===== src/rtl/clkrst_pkg.sv =====
package clkrst_pkg;

  typedef enum logic [2:0] {
    ST_QUAL,
    ST_ARMED,
    ST_LOCK,
    ST_HOLD,
    ST_RWAIT,
    ST_RUN
  } seq_state_t;

  // Returns {bad, ratio}; unsupported codes fall back to a ratio of 4.
  function automatic logic [3:0] decode_ratio(input logic [2:0] code);
    logic [3:0] r;
    case (code)
      3'd3, 3'd4, 3'd5, 3'd6: r = {1'b0, code};
      default:                r = {1'b1, 3'd4};
    endcase
    return r;
  endfunction

endpackage


===== src/rtl/rst_qualifier.sv =====
module rst_qualifier #(
  parameter int QUAL_CYCLES = 16
) (
  input  logic clk,
  input  logic rst,
  input  logic ext_rst_n,
  output logic qual_hit
);
  localparam int QW = $clog2(QUAL_CYCLES + 1);

  logic [QW-1:0] low_cnt;

  always_ff @(posedge clk) begin
    if (rst || ext_rst_n) begin
      low_cnt <= '0;
    end else if (low_cnt != QW'(QUAL_CYCLES)) begin
      low_cnt <= low_cnt + 1'b1;
    end
  end

  assign qual_hit = !ext_rst_n && (low_cnt == QW'(QUAL_CYCLES - 1));
endmodule


===== src/rtl/cfg_capture.sv =====
module cfg_capture #(
  parameter int CFG_W = 8
) (
  input  logic             clk,
  input  logic             rst,
  input  logic             load,
  input  logic [CFG_W-1:0] cfg_in,
  output logic [CFG_W-1:0] cfg_q,
  output logic [2:0]       ratio,
  output logic             bad
);
  import clkrst_pkg::*;

  logic [3:0] dec;
  assign dec = decode_ratio(cfg_in[2:0]);

  always_ff @(posedge clk) begin
    if (rst) begin
      cfg_q <= '0;
      ratio <= 3'd4;
      bad   <= 1'b0;
    end else if (load) begin
      cfg_q <= cfg_in;
      ratio <= dec[2:0];
      bad   <= dec[3];
    end
  end
endmodule


===== src/rtl/clk_divgen.sv =====
module clk_divgen (
  input  logic       clk,
  input  logic       rst,
  input  logic [2:0] ratio,
  input  logic       bus_start,
  input  logic       bus_run,
  input  logic       trace_run,
  output logic       bus_clk,
  output logic       trace_clk
);
  logic [2:0] phase;
  logic [2:0] phase_nx;
  logic [2:0] half;

  assign half     = ratio >> 1;
  assign phase_nx = (phase == ratio - 3'd1) ? 3'd0 : phase + 3'd1;

  always_ff @(posedge clk) begin
    if (rst || !bus_run) begin
      phase   <= 3'd0;
      bus_clk <= 1'b0;
    end else if (bus_start) begin
      phase   <= 3'd0;
      bus_clk <= 1'b1;
    end else begin
      phase   <= phase_nx;
      bus_clk <= (phase_nx < half);
    end
  end

  always_ff @(posedge clk) begin
    if (rst || !trace_run) trace_clk <= 1'b0;
    else                   trace_clk <= ~trace_clk;
  end
endmodule


===== src/rtl/clkrst_seq.sv =====
module clkrst_seq #(
  parameter int QUAL_CYCLES = 16,
  parameter int LOCK_CYCLES = 50000,
  parameter int RSTO_HOLD   = 1024,
  parameter int TRACE_DELAY = 10,
  parameter int CFG_W       = 8
) (
  input  logic             clk,
  input  logic             rst,
  input  logic             ext_rst_n,
  input  logic [CFG_W-1:0] cfg_in,
  output logic             rst_out_n,
  output logic             bus_clk,
  output logic             trace_clk,
  output logic [CFG_W-1:0] cfg_q,
  output logic [2:0]       div_ratio,
  output logic             cfg_bad,
  output logic             lock_done
);
  import clkrst_pkg::*;

  localparam int MAX_A = (LOCK_CYCLES > RSTO_HOLD) ? LOCK_CYCLES : RSTO_HOLD;
  localparam int MAX_W = (MAX_A > TRACE_DELAY) ? MAX_A : TRACE_DELAY;
  localparam int CW    = $clog2(MAX_W + 1);

  seq_state_t    state, nxt;
  logic [CW-1:0] cnt;
  logic          qual_hit;
  logic          bus_start, bus_run, trace_run;

  rst_qualifier #(.QUAL_CYCLES(QUAL_CYCLES)) u_qual (
    .clk(clk), .rst(rst), .ext_rst_n(ext_rst_n), .qual_hit(qual_hit)
  );

  cfg_capture #(.CFG_W(CFG_W)) u_cfg (
    .clk(clk), .rst(rst), .load(!ext_rst_n), .cfg_in(cfg_in),
    .cfg_q(cfg_q), .ratio(div_ratio), .bad(cfg_bad)
  );

  always_comb begin
    nxt = state;
    if (qual_hit) begin
      nxt = ST_ARMED;
    end else if (!ext_rst_n && state != ST_ARMED) begin
      nxt = ST_QUAL;
    end else begin
      case (state)
        ST_ARMED: if (ext_rst_n) nxt = ST_LOCK;
        ST_LOCK:  if (cnt == CW'(LOCK_CYCLES - 1)) nxt = ST_HOLD;
        ST_HOLD:  if (cnt == CW'(RSTO_HOLD - 1))   nxt = ST_RWAIT;
        ST_RWAIT: if (cnt == CW'(TRACE_DELAY - 1)) nxt = ST_RUN;
        default:  nxt = state;
      endcase
    end
  end

  assign bus_start = (state == ST_LOCK) && (nxt == ST_HOLD);
  assign bus_run   = (nxt == ST_HOLD) || (nxt == ST_RWAIT) || (nxt == ST_RUN);
  assign trace_run = (nxt == ST_RUN);

  always_ff @(posedge clk) begin
    if (rst) begin
      state     <= ST_QUAL;
      cnt       <= '0;
      rst_out_n <= 1'b0;
      lock_done <= 1'b0;
    end else begin
      state     <= nxt;
      rst_out_n <= (nxt == ST_RWAIT) || (nxt == ST_RUN);
      if (nxt != state)
        cnt <= '0;
      else if (state == ST_LOCK || state == ST_HOLD || state == ST_RWAIT)
        cnt <= cnt + 1'b1;
      if (qual_hit)
        lock_done <= 1'b0;
      else if (bus_start)
        lock_done <= 1'b1;
    end
  end

  clk_divgen u_div (
    .clk(clk), .rst(rst), .ratio(div_ratio),
    .bus_start(bus_start), .bus_run(bus_run), .trace_run(trace_run),
    .bus_clk(bus_clk), .trace_clk(trace_clk)
  );
endmodule


===== config.mk =====
export PLATFORM = sky130hd
export DESIGN_NAME = clkrst_seq
export DESIGN_NICKNAME = d
export VERILOG_FILES = /design/src/rtl/clkrst_pkg.sv /design/src/rtl/rst_qualifier.sv /design/src/rtl/cfg_capture.sv /design/src/rtl/clk_divgen.sv /design/src/rtl/clkrst_seq.sv
export SDC_FILE = /design/constraint.sdc
export NUM_CORES = 1
export LEC_CHECK = 0
export BUFFER_PORTS_ARGS = -buffer_cell sky130_fd_sc_hd__buf_2
export CORE_ASPECT_RATIO = 1.1
export CORE_MARGIN = 4
export CORE_UTILIZATION = 57
export CTS_CLUSTER_SIZE = 28
export DETAILED_ROUTE_END_ITERATION = 16
export HOLD_SLACK_MARGIN = 0.05
export PLACE_DENSITY_LB_ADDON = 0.3
export REMOVE_ABC_BUFFERS = 1
export SYNTH_ARGS = -nofsm -noshare
export SYNTH_HDL_FRONTEND = slang
export SYNTH_SLANG_ARGS = --single-unit

===== constraint.sdc =====
create_clock -name clk -period 2.78 [get_ports clk]
set_clock_uncertainty 0.05 [all_clocks]
set_input_delay 0.139 -clock clk [delete_from_list [all_inputs] [get_ports clk]]
set_output_delay 0.139 -clock clk [all_outputs]
set_load 0.05 [all_outputs]

# Word level (Yosys, flattened, before mapping)
# Cells that the tools add are included.
# word_totals
ramBits,0
latch_bits,0
mem_bits_ro,0
register_bits,43
wordCells,64
out_inout_bits,16
mem_count,0
# op_classes
eq_ne,19
bitwise_logic,1
div_mod_pow,0
mul,0
n_addsub,4
shifts,0
n_mux,10
n_reduce_logical,18
order_cmp,1
# op_table
operator,n
$mux W3,7
$eq A3 B3 Y1 const B,6
$add A16 B1 Y16 const B,1
$eq A16 B10 Y1 const B,1
$eq A16 B16 Y1 const B,1
$eq A16 B4 Y1 const B,1
$eq A3 B2 Y1 const B,4
$pmux W3 S4,1
$logic_or A1 B1 Y1,8
$reduce_or A2 Y1,3
$add A5 B1 Y5 const B,1
$eq A5 B4 Y1 const B,1
$ne A5 B5 Y1 const B,1
$mux W4,1
$reduce_or A4 Y1,1
$add A3 B1 Y3 const B,1
$eq A3 B1 Y1 const B,1
$eq A3 B3 Y1,1
$logic_and A1 B1 Y1,3
$logic_not A1 Y1,3
$lt A3 B2 Y1,1
$ne A3 B1 Y1 const B,1
$ne A3 B3 Y1,1
$sub A3 B1 Y3 const B,1
2 further kinds,2

# Logic depth before layout (Yosys ltp)
# Gate-level depths: netlist of run 1.
# logic_depth
depth_word,11
ltp_mapped,11

# By module
# A second synthesis of run 1 with hierarchy kept.
# hier_totals
cells_unflattened,252
hier_area_um2,2338.5
# modules_own_cells
mod,n_inst,cells_each,area_per_inst_um2
clkrst_seq,1,141,1214.9
cfg_capture,1,47,471.7
clk_divgen,1,35,350.3
rst_qualifier,1,29,301.5

# Worst setup path before layout of run 1
# No wires, ideal clock.
# synth_timing
path_kind,register to register
startpoint,reg u_cfg.ratio[0]
endpoint,reg u_div.bus_clk
n_path_buf,0
period_less_slack_ns,2.545
path_stages_with_launch,12
arrival_time_ns,2.420
required_ns,2.656
setup_slack_ns,0.235
cell_sequence,dfxtp_1 -> inv_1 -> ha_1 -> xor2_1 -> nand2_1 -> nor2_1 -> nor2b_1 -> ha_1 -> nand2_1 -> a21oi_1 -> a2111o_1 -> o21ai_0
# synth_via
elab_chain_cells,5
# synth_rtl
item,line,source
start: declaration,cfg_capture.sv:9,"output logic [2:0] ratio,"
start signal: assignment,cfg_capture.sv:24,ratio <= dec[2:0];
$sub A3 B1 Y3,clk_divgen.sv:16,assign phase_nx = (phase == ratio - 3'd1) ? 3'd0 : phase + 3'd1;
$eq A3 B3 Y1,clk_divgen.sv:16,
$mux W3,clk_divgen.sv:16,
net u_div.phase_nx[1],clk_divgen.sv:12,logic [2:0] phase_nx;
$lt A3 B2 Y1,clk_divgen.sv:27,bus_clk <= (phase_nx < half);
$mux W1,clk_divgen.sv:22,end else if (bus_start) begin
end signal: assignment,clk_divgen.sv:27,
end: declaration,clk_divgen.sv:8,"output logic bus_clk,"
# The timed path passes the listed nets, and every way through them passes these cells.
# A chain may end at the register's enable or synchronous reset.

# Worst setup path in the final report of run 1
# Ends and elaborated chain as after synthesis.

==> results of run 1 <==
==> registers in the layout, indices dropped and copies added, names as in the netlist <==
signal and flops:
u_cfg.cfg_q 8, u_div.phase 3, cnt 16, u_qual.low_cnt 5, u_cfg.ratio 3, rst_out_n 1
u_cfg.bad 1, state 3, u_div.bus_clk 1, lock_done 1, u_div.trace_clk 1
==> synthesized netlist by cell type, drive strengths merged (4+ instances only) <==
cell / count / area, µm²
a21oi: 12 / 71.32
and3: 4 / 27.52
buf: 5 / 31.28
clkbuf: 6 / 42.54
dfxtp: 43 / 860.8
ha: 8 / 100.1
inv: 11 / 41.29
mux2i: 8 / 80.08
nand2: 15 / 56.30
nand2b: 5 / 31.28
nand3: 5 / 25.02
nand4: 4 / 25.02
nor2: 29 / 108.9
nor2b: 4 / 25.02
nor3: 21 / 110.1
nor3b: 7 / 52.55
o21ai: 7 / 46.30
xnor2: 11 / 96.34
xor2: 12 / 105.1
==> kinds of logic (layout without fill, tap and decap cells) <==
group                    Yosys count  after routing
AO/OA/AOI/OAI                     32             32
XOR/XNOR                          23             23
adder cells (fa/ha/maj)            8              8
buffers and inverters             22             53
flip-flops                        43             43
multiplexers                       8              8
AND/OR/NAND/NOR                  112            112
==> placed cells by master (no fill, tap or decap), drive strengths merged, types with 2 or more instances in the layout <==
cell         synthesis  layout
dfxtp               43      43
nor2                29      29
buf                  5      29
nor3                21      21
nand2               15      15
inv                 11      13
xor2                12      12
a21oi               12      12
xnor2               11      11
mux2i                8       8
ha                   8       8
nor3b                7       7
o21ai                7       7
nand3                5       5
nand2b               5       5
clkbuf               6       5
dlygate4sd3          0       5
nor2b                4       4
nand4                4       4
and3                 4       4
nor4                 3       3
a211oi               3       3
and2b                3       3
or3                  3       3
a22oi                2       2
and4                 2       2
==> through the flow <==
stage / total power [W] / hold WS (ns) / instance area (µm²) / setup slack, ns / utilization (%)
after floorplan: 0.0007154 / 0.1614 / 2177 / 0.2353 / -
after global placement: 0.0007516 / 0.3157 / 2392 / 0.5494 / 64.44
after detailed placement: 0.0007534 / 0.3323 / 2392 / 0.3986 / 64.44
after CTS: 0.001170 / 0.1155 / 2537 / 0.3711 / 68.35
after global routing: 0.001210 / 0.1596 / 2537 / 0.1543 / 68.35
final: 0.001162 / 0.1184 / 2537 / 0.3917 / 68.35
==> layout make-up <==
| type | instances | area [µm²] | area share [%] |
|---|---|---|---|
| Timing Repair Buffer | 34 | 202.7 | 7.988 |
| Clock buffer | 5 | 68.82 | 2.712 |
| Tap cell | 50 | 62.56 | 2.465 |
| Inverter | 11 | 41.29 | 1.627 |
| Sequential cell | 43 | 860.8 | 33.93 |
| Clock inverter | 3 | 26.28 | 1.036 |
| Multi-Input combinational cell | 183 | 1275 | 50.25 |
==> worst max-delay path, stage by stage, from the launching register on <==
cell      delay [ns]
dfxtp_1         0.39
inv_1           0.06
ha_1            0.30
xor2_1          0.19
nand2_1         0.08
nor2_1          0.21
nor2b_1         0.10
ha_1            0.29
nand2_1         0.06
a21oi_1         0.04
a2111o_1        0.38
o21ai_0         0.15
==> power by group through the flow <==
stage / registers, W / clock network (W) / logic (W)
after floorplan: 0.000680 / 0 / 0.0000358
after global placement: 0.000647 / 0 / 0.000105
after detailed placement: 0.000647 / 0 / 0.000106
after CTS: 0.000633 / 0.000425 / 0.000112
after global routing: 0.000634 / 0.000453 / 0.000122
final: 0.000633 / 0.000418 / 0.000112
==> path summary, 6_finish.rpt <==
check | startpoint | endpoint | slack (ns)
max | u_cfg.ratio[0] | u_div.bus_clk | 0.39
min | cfg_in[2] | u_cfg.cfg_q[2] | 0.12
max reg2reg | u_cfg.ratio[0] | u_div.bus_clk | 0.39
min reg2reg | u_div.trace_clk | u_div.trace_clk | 0.38
==> routing by layer <==
layer | global-route usage [%] | routed length, µm | vias to the layer above
li1 | - | - | 923
met3 | 4.740 | 113 | 6
met2 | 33.51 | 2179 | 21
met1 | 22.95 | 1954 | 856
met5 | 0 | 0 | -
met4 | 7.285 | 74 | 0
==> run_results.csv, run 1 <==
group,metric,value,unit
floorplan,core-area,3712,µm²
floorplan,dieArea,5020,µm²
timing,worst_slew_pin_slew,0.5534,ns
logic_synthesis,async_reset_ff_share,0,%
timing,rsz0062_at_grt,"false",
power,p_seq_share,54.4,%
detailed_routing,vias,1806,
logic_synthesis,synth_compound_area_share,11.95,%
logic_synthesis,ys_ff_latch,43,
setup_path,worstPathArrival,2.57,ns
detailed_routing,first_iter_violations,71,
status,outcome,"finished clean",
detailed_routing,drc_errors,0,
global_routing,antenna_found_initial,0,
floorplan,fp-row-count,23,
logic_synthesis,syn_inst,248,
setup_path,cp.required,2.96,ns
detailed_routing,wl,4.320,mm
setup_path,cp-start-kind,"flop",
hold_path,hold_path_class,"primary input to flop",
clocking,clk_path_buf_depth,2,
place,dpl.cell_count,316,
logic_synthesis,yosys.area_share.simple,27.74,%
clocking,cts-resized-gates,0,
flow_run,drv_cap,0,
power,internal_power,0.0008477,W
logic_synthesis,synth.cell_area,2251,µm²
logic_synthesis,yosysWarnings,0,
place,place_congestion,0.7755,
floorplan,pin_count,27,
hold_path,min_delay_path_depth,3,
global_routing,grtUsageTotal,19.37,%
power,ir_drop,369.8,µV
global_routing,overflow,0,
floorplan,die_y,73.91,µm
timing,setup_viol,0,
timing,fin_tns_setup,0,ns
logic_synthesis,syn_avg_cell_area,9.076,µm²
layout,n_fill_cell,307,
timing,fin_crit_sh,85.91,%
logic_synthesis,yosysUniqueCellTypes,53,
power,comb_power_share,9.6,%
logic_synthesis,synthAdderAreaFrac,4.447,%
clocking,cts_tree,"built",
setup_path,reg2reg_depth,11,
timing,slew_viol_final,0,
detailed_routing,drtPass1Iterations,4,
setup_path,crit_fanout,4,
layout,area_growth,12.73,%
place,port_buffers,26,
clocking,clk_latency,0.30,ns
layout,drive_above_1_share,20.43,%
power,p_per_area,458.1,nW/µm²
place,hpwl,3.120,mm
clocking,root_buffer,"clkbuf_8",
clocking,cts_setup_buffers,0,
setup_path,critPathKind,"flop to flop",
logic_synthesis,synthMuxAreaShare,3.558,%
global_routing,grt_start_max_net_pins,25,
logic_synthesis,yosysSeqAreaShare,38.24,%
detailed_routing,postRouteAntennaNets,0,
layout,nets,297,
floorplan,start_util,60.63,%
clocking,numCtsBuffers,5,
timing,fin_crit,2.388,ns
power,p_leak,1.020,nW
clocking,cts_sinks,43,
floorplan,dieWidth,67.92,µm
clocking,cts_hold_buf,5,
timing,max_freq,0.4187,GHz
clocking,h-tree-depth,2,
timing,timing.final.hold_violations,0,
timing,maxSlewHeadroom,62.82,%
power,p_sw,0.0003147,W
clocking,path_clk_slew,0.09,ns
power,p_clk_share,35.9,%
global_routing,grt_pass1_wl,7.472,mm
logic_synthesis,synth_top_family_by_area,"simple AND/OR/NAND/NOR gates",
layout,instances_no_fill,329,
logic_synthesis,ys.flop_type,"dfxtp_1",
logic_synthesis,synth_edf_count,0,
global_routing,grt_pass1_vias,1746,
power,swShare,27.07,%
logic_synthesis,synth_xor_area_share,8.949,%
layout,diodes,0,
detailed_routing,routed_via_density,5.489,
setup_path,worst_setup_path_end_kind,"flop",
detailed_routing,wl_per_cell,13.13,µm
(Power assumes the default switching activity.)
==> inputs of run 2 (changes only) <==
BUFFER_PORTS_ARGS = -buffer_cell sky130_fd_sc_hd__buf_4   (was -buffer_cell sky130_fd_sc_hd__buf_2)
SLEW_MARGIN = 40   (was not set)
==> run 2 against run 1 <==
  * Via count fell by 1.3%
  * Clock power fell by 2%
  * Sequential cell count did not move
  * Critical path depth did not move
  * Combinational power rose by 6%
  * Hold slack got worse by 0.038 ns
  * Non-clock buffer count fell by 2
  * Critical endpoint unchanged
==> run_results.csv, run 2 (synthesized netlist as in run 1, its figures left out) <==
group,metric,value,unit
floorplan,dieArea,5020,µm²
global_routing,grt_pass1_wl,7.962,mm
global_routing,overflow,0,
setup_path,worstPathArrival,2.54,ns
detailed_routing,wl_per_cell,13.83,µm
timing,fin_crit,2.359,ns
timing,worst_slew_pin_slew,0.6182,ns
setup_path,crit_fanout,4,
place,hpwl,3.067,mm
setup_path,cp.required,2.96,ns
layout,layout_commonest_cell,"dfxtp_1",
clocking,cts_setup_buffers,0,
place,place_congestion,0.7700,
layout,diodes,0,
layout,reg.largest.list,"cnt (16), u_cfg.cfg_q (8), u_qual.low_cnt (5)",
floorplan,pin_count,27,
hold_path,hold_start,"cfg_in[2]",
detailed_routing,drtPass1Iterations,5,
setup_path,crit_path_max_incr_delay,0.39,ns
clocking,clk_path_buf_depth,2,
layout,finalInstanceArea,2585,µm²
timing,setup_viol,0,
clocking,cts-resized-gates,0,
clocking,path_clk_slew,0.09,ns
global_routing,antenna_found_initial,0,
layout,largest_reg_flops,16,
detailed_routing,met2_wirelength,2.259,mm
floorplan,dieWidth,67.92,µm
timing,slew_viol_final,0,
clocking,clk_latency,0.30,ns
clocking,cts_tree,"built",
clocking,root_buffer,"clkbuf_8",
timing,fin_tns_setup,0,ns
clocking,cts_sinks,43,
floorplan,start_util,60.63,%
global_routing,grt_start_max_net_pins,30,
layout,regMostFlops,"cnt",
place,placed_area,2442,µm²
place,port_buffers,26,
setup_path,critPathKind,"flop to flop",
global_routing,grtUsageTotal,20.55,%
setup_path,path_cells,"inv_1 -> ha_1 -> xor2_1 -> nand2_1 -> nor2_1 -> nor2b_1 -> ha_1 -> nand2_1 -> a21oi_1 -> a2111o_1 -> o21ai_0",
timing,max_freq,0.4240,GHz
layout,drive_above_1_share,19.86,%
hold_path,min_delay_path_depth,3,
detailed_routing,wl,4.522,mm
setup_path,reg2reg_depth,11,
layout,final_cell_mix,"43 x dfxtp_1, 29 x nor2_1, 27 x buf_4, 20 x nor3_1, 15 x nand2_1",
clocking,h-tree-depth,2,
hold_path,hold_path_class,"primary input to flop",
timing,worst_hold_slack,0.08072,ns
detailed_routing,postRouteAntennaNets,0,
setup_path,worst_setup_path_end_kind,"flop",
setup_path,rr_endpoint,"u_div.bus_clk",
setup_path,r2r_setup_slack,0.42,ns
detailed_routing,wirelength_met1,2.029,mm
power,p_per_area,449.3,nW/µm²
detailed_routing,first_iter_violations,77,
flow_run,drv_cap,0,
hold_path,worstHoldEndpoint,"u_cfg.cfg_q[2]",
floorplan,core-area,3712,µm²
setup_path,r2r_start,"u_cfg.ratio[0]",
status,outcome,"finished clean",
detailed_routing,wl_met3,182,µm
floorplan,die_y,73.91,µm
layout,area_growth,14.84,%
global_routing,grt_pass1_vias,1799,
timing,rsz0062_at_grt,"false",
detailed_routing,drc_errors,0,
setup_path,slowest_stage,"dfxtp_1",
setup_path,cp-start-kind,"flop",
detailed_routing,routed_via_density,5.453,
clocking,numCtsBuffers,5,
power,ir_drop,381.0,µV
timing,timing.final.hold_violations,0,
power,p_leak,1.014,nW
timing,fin_crit_sh,84.84,%
timing,maxSlewHeadroom,58.69,%
layout,nets,295,
detailed_routing,topRoutingLayerUsed,"met4",
detailed_routing,vias,1783,
floorplan,fp-row-count,23,
==> run 2: timing repair <==
| item | CTS | global route |
|---|---|---|
| hold buffers | 5 | 0 |
| hold endpoints to repair | 5 | 0 |
| setup endpoints to repair | 0 | 0 |
==> run 2: critical path: cells and delay by family (launching register included) <==
kind	cells	cell delay, ns
compound gates	3	0.57
xor+xnor	1	0.19
fa+ha+maj	2	0.57
buf+inv	1	0.07
flops	1	0.39
simple gates	4	0.47
==> run 2: power by group <==
part           internal (W)  switching, W  total, W
logic             0.0000443     0.0000752  0.000119
registers          0.000626    0.00000705  0.000633
clock network      0.000180      0.000229  0.000409
total              0.000850      0.000311   0.00116
==> run 2: per-stage QoR <==
| step | setup slack, ns | std cells | util (%) | power, W |
|---|---|---|---|---|
| 3_3_place_gp | 0.5392 | 314 | 65.79 | 0.0007589 |
| 3_5_place_dp | 0.4372 | 314 | 65.79 | 0.0007606 |
| 4_1_cts | 0.4118 | 327 | 69.63 | 0.001170 |
| 5_1_grt | 0.1632 | 327 | 69.63 | 0.001212 |
| 2_1_floorplan | 0.2353 | 237 | - | 0.0007154 |
| 6_report | 0.4215 | 327 | 69.63 | 0.001161 |
==> run 2: layout make-up <==
type / instances / area, µm²
clock inverters: 3 / 23.77
fillers: 301 / 1127
clock buffers: 5 / 68.82
flip-flops and latches: 43 / 860.8
well taps: 50 / 62.56
inverters: 11 / 41.29
repair buffers: 32 / 252.7
multi-input cells: 183 / 1275
==> run 2: worst max-delay path by stage <==
stage                   startpoint             to  slack [ns]  cells after the start
CTS                 u_cfg.ratio[0]  u_div.bus_clk        0.41                     11
global route        u_cfg.ratio[0]  u_div.bus_clk        0.16                     11
finish              u_cfg.ratio[0]  u_div.bus_clk        0.42                     11
detailed placement  u_cfg.ratio[0]  u_div.bus_clk        0.44                     11
global placement    u_cfg.ratio[0]  u_div.bus_clk        0.54                     11
floorplan           u_cfg.ratio[0]  u_div.bus_clk        0.24                     11
==> run 2: layer usage <==
layer,vias to the layer above,GRT usage [%]
met1,830,25.57
met4,0,7.947
met3,5,4.893
met2,29,34.16
met5,-,0
li1,919,-
==> inputs of run 3 (changes only) <==
clock period = 2.43 ns   (was 2.78 ns; I/O delays follow)
==> run 3 against run 2 <==
  * Clock power up 35%
  * Die area stayed put
  * Wire length shrank 0.88%
  * Sequential power increased by 15%
  * Utilization rose by 2.2 points
  * Via count up 2.2%
  * Cell count up 0.92%
  * Setup slack got worse by 0.22 ns
  * Global-route usage barely moved
  * Critical endpoint unchanged
  * Largest power group unchanged
==> run_results.csv, run 3 (synthesized netlist as in run 1, its figures left out) <==
group,metric,value,unit
floorplan,dieWidth,67.92,µm
layout,instances_no_fill,330,
detailed_routing,drtPass1Iterations,4,
power,comb_power_share,10.1,%
global_routing,grtUsageTotal,20.53,%
detailed_routing,drc_errors,0,
setup_path,worst_setup_path_end_kind,"flop",
timing,timing.final.hold_violations,0,
flow_run,drv_cap,0,
layout,finalInstanceArea,2668,µm²
layout,reg.largest.list,"cnt (16), u_cfg.cfg_q (8), u_qual.low_cnt (5)",
layout,area_growth,18.51,%
layout,utilization,71.86,%
global_routing,grt_pass1_wl,7.990,mm
timing,rsz0062_at_grt,"false",
floorplan,fp-row-count,23,
timing,max_freq,0.4493,GHz
timing,setup_viol,0,
global_routing,overflow,0,
layout,n_fill_cell,283,
clocking,numCtsBuffers,5,
power,p_seq_share,51.1,%
layout,diodes,0,
floorplan,start_util,60.63,%
detailed_routing,routed_via_density,5.524,
layout,nets,298,
power,ir_drop,533.9,µV
timing,maxSlewHeadroom,64.07,%
place,port_buffers,26,
floorplan,pin_count,27,
setup_path,r2r_setup_slack,0.20,ns
detailed_routing,wl_per_cell,13.58,µm
clocking,root_buffer,"clkbuf_8",
status,outcome,"finished clean",
timing,slew_viol_final,0,
timing,fin_tns_setup,0,ns
timing,fin_crit_sh,91.59,%
hold_path,hold_path_class,"primary input to flop",
clocking,cts_sinks,43,
power,internal_power,0.001076,W
clocking,path_clk_slew,0.08,ns
floorplan,core-area,3712,µm²
global_routing,grt_pass1_vias,1797,
timing,fin_crit,2.226,ns
place,place_congestion,0.7879,
clocking,clk_path_buf_depth,2,
layout,final_cell_mix,"41 x dfxtp_1, 30 x buf_4, 28 x nor2_1, 20 x nor3_1, 15 x nand2_1",
detailed_routing,first_iter_violations,92,
clocking,cts_tree,"built",
global_routing,grt_start_max_net_pins,30,
floorplan,dieArea,5020,µm²
power,p_clk_share,38.8,%
layout,regMostFlops,"cnt",
layout,multiInputGateArea,1300,µm²
detailed_routing,wl,4.482,mm
setup_path,cp.required,2.61,ns
place,hpwl,3.222,mm
setup_path,critPathKind,"flop to flop",
detailed_routing,vias,1823,
floorplan,die_y,73.91,µm
clocking,h-tree-depth,2,
layout,layout_commonest_cell,"dfxtp_1",
timing,setup_ws,0.2044,ns
clocking,clk_latency,0.29,ns
setup_path,crit_fanout,4,
power,p_sw,0.0003415,W
place,placed_area,2485,µm²
timing,worst_slew_pin_slew,0.5348,ns
layout,drive_above_1_share,23.21,%
setup_path,cp-start-kind,"flop",
power,p_per_area,531.5,nW/µm²
layout,seqCellArea,865.8,µm²
power,p_leak,1.056,nW
power,swShare,24.09,%
setup_path,worstPathArrival,2.40,ns
layout,largest_reg_flops,16,
global_routing,antenna_found_initial,0,
place,dpl.cell_count,318,
place,place_ws,0.08880,ns
detailed_routing,postRouteAntennaNets,0,
-- run 3: changes by cell type in the layout (fill, tap and decap cells not counted), moves of 2 or more --
cell / before / now
buf_4: 27 / 30
clkinvlp_4: 2 / 0
dfxtp_1: 43 / 41
xor2_1: 12 / 10
xor2_2: 0 / 2
-- run 3: final timing paths --
path	from	endpoint	cells past startpoint
setup reg to reg	u_cfg.ratio[0]	u_div.bus_clk	11
hold reg to reg	u_div.trace_clk	u_div.trace_clk	1
hold / removal	cfg_in[2]	u_cfg.cfg_q[2]	3
setup / recovery	u_cfg.ratio[0]	u_div.bus_clk	11
-- run 3: power by group through the flow --
stage / Combinational (W) / Clock (W) / Sequential [W]
after floorplan: 0.0000410 / 0 / 0.000777
after detailed placement: 0.000134 / 0 / 0.000741
final: 0.000143 / 0.000551 / 0.000725
after global placement: 0.000132 / 0 / 0.000740
after CTS: 0.000140 / 0.000565 / 0.000725
after global routing: 0.000155 / 0.000593 / 0.000727
-- run 3: area by class of cell --
cell class / count / area share, %
repair buffers: 35 / 10.69
well taps: 50 / 2.345
clock buffers: 5 / 2.580
inverters: 11 / 1.548
multi-input cells: 183 / 48.73
flip-flops and latches: 43 / 32.46
clock inverters: 3 / 1.642
-- run 3: through the flow --
stage	hold slack [ns]	power, W
finish	0.06614	0.001418
CTS	0.05399	0.001430
floorplan	0.1439	0.0008185
global route	0.06459	0.001475
global placement	0.3000	0.0008722
detailed placement	0.3176	0.0008751
-- run 3: critical path, cell delays in order (launching register included) --
cell,delay (ns)
dfxtp_2,0.36
inv_1,0.05
ha_1,0.29
xor2_1,0.17
nand2_1,0.13
nor2_4,0.16
nor2b_2,0.06
ha_1,0.27
nand2_1,0.07
a21oi_1,0.04
a2111o_1,0.38
o21ai_1,0.13
-- run 3: timing repair --
item,4_1_cts,5_1_grt
gates resized for setup,0,9
setup endpoints to repair,0,1
buffers inserted,0,0
endpoints found under the hold margin,4,0
hold buffers,4,0
-- run 3: layer usage --
layer / GRT usage (%) / vias up / wire length [µm] / part of all wire (%)
li1: - / 921 / - / -
met1: 24.95 / 858 / 1965 / 44
met2: 34.92 / 34 / 2264 / 51
met3: 5.810 / 10 / 184 / 4.1
met4: 6.402 / 0 / 68 / 1.5
met5: 0 / - / 0 / 0
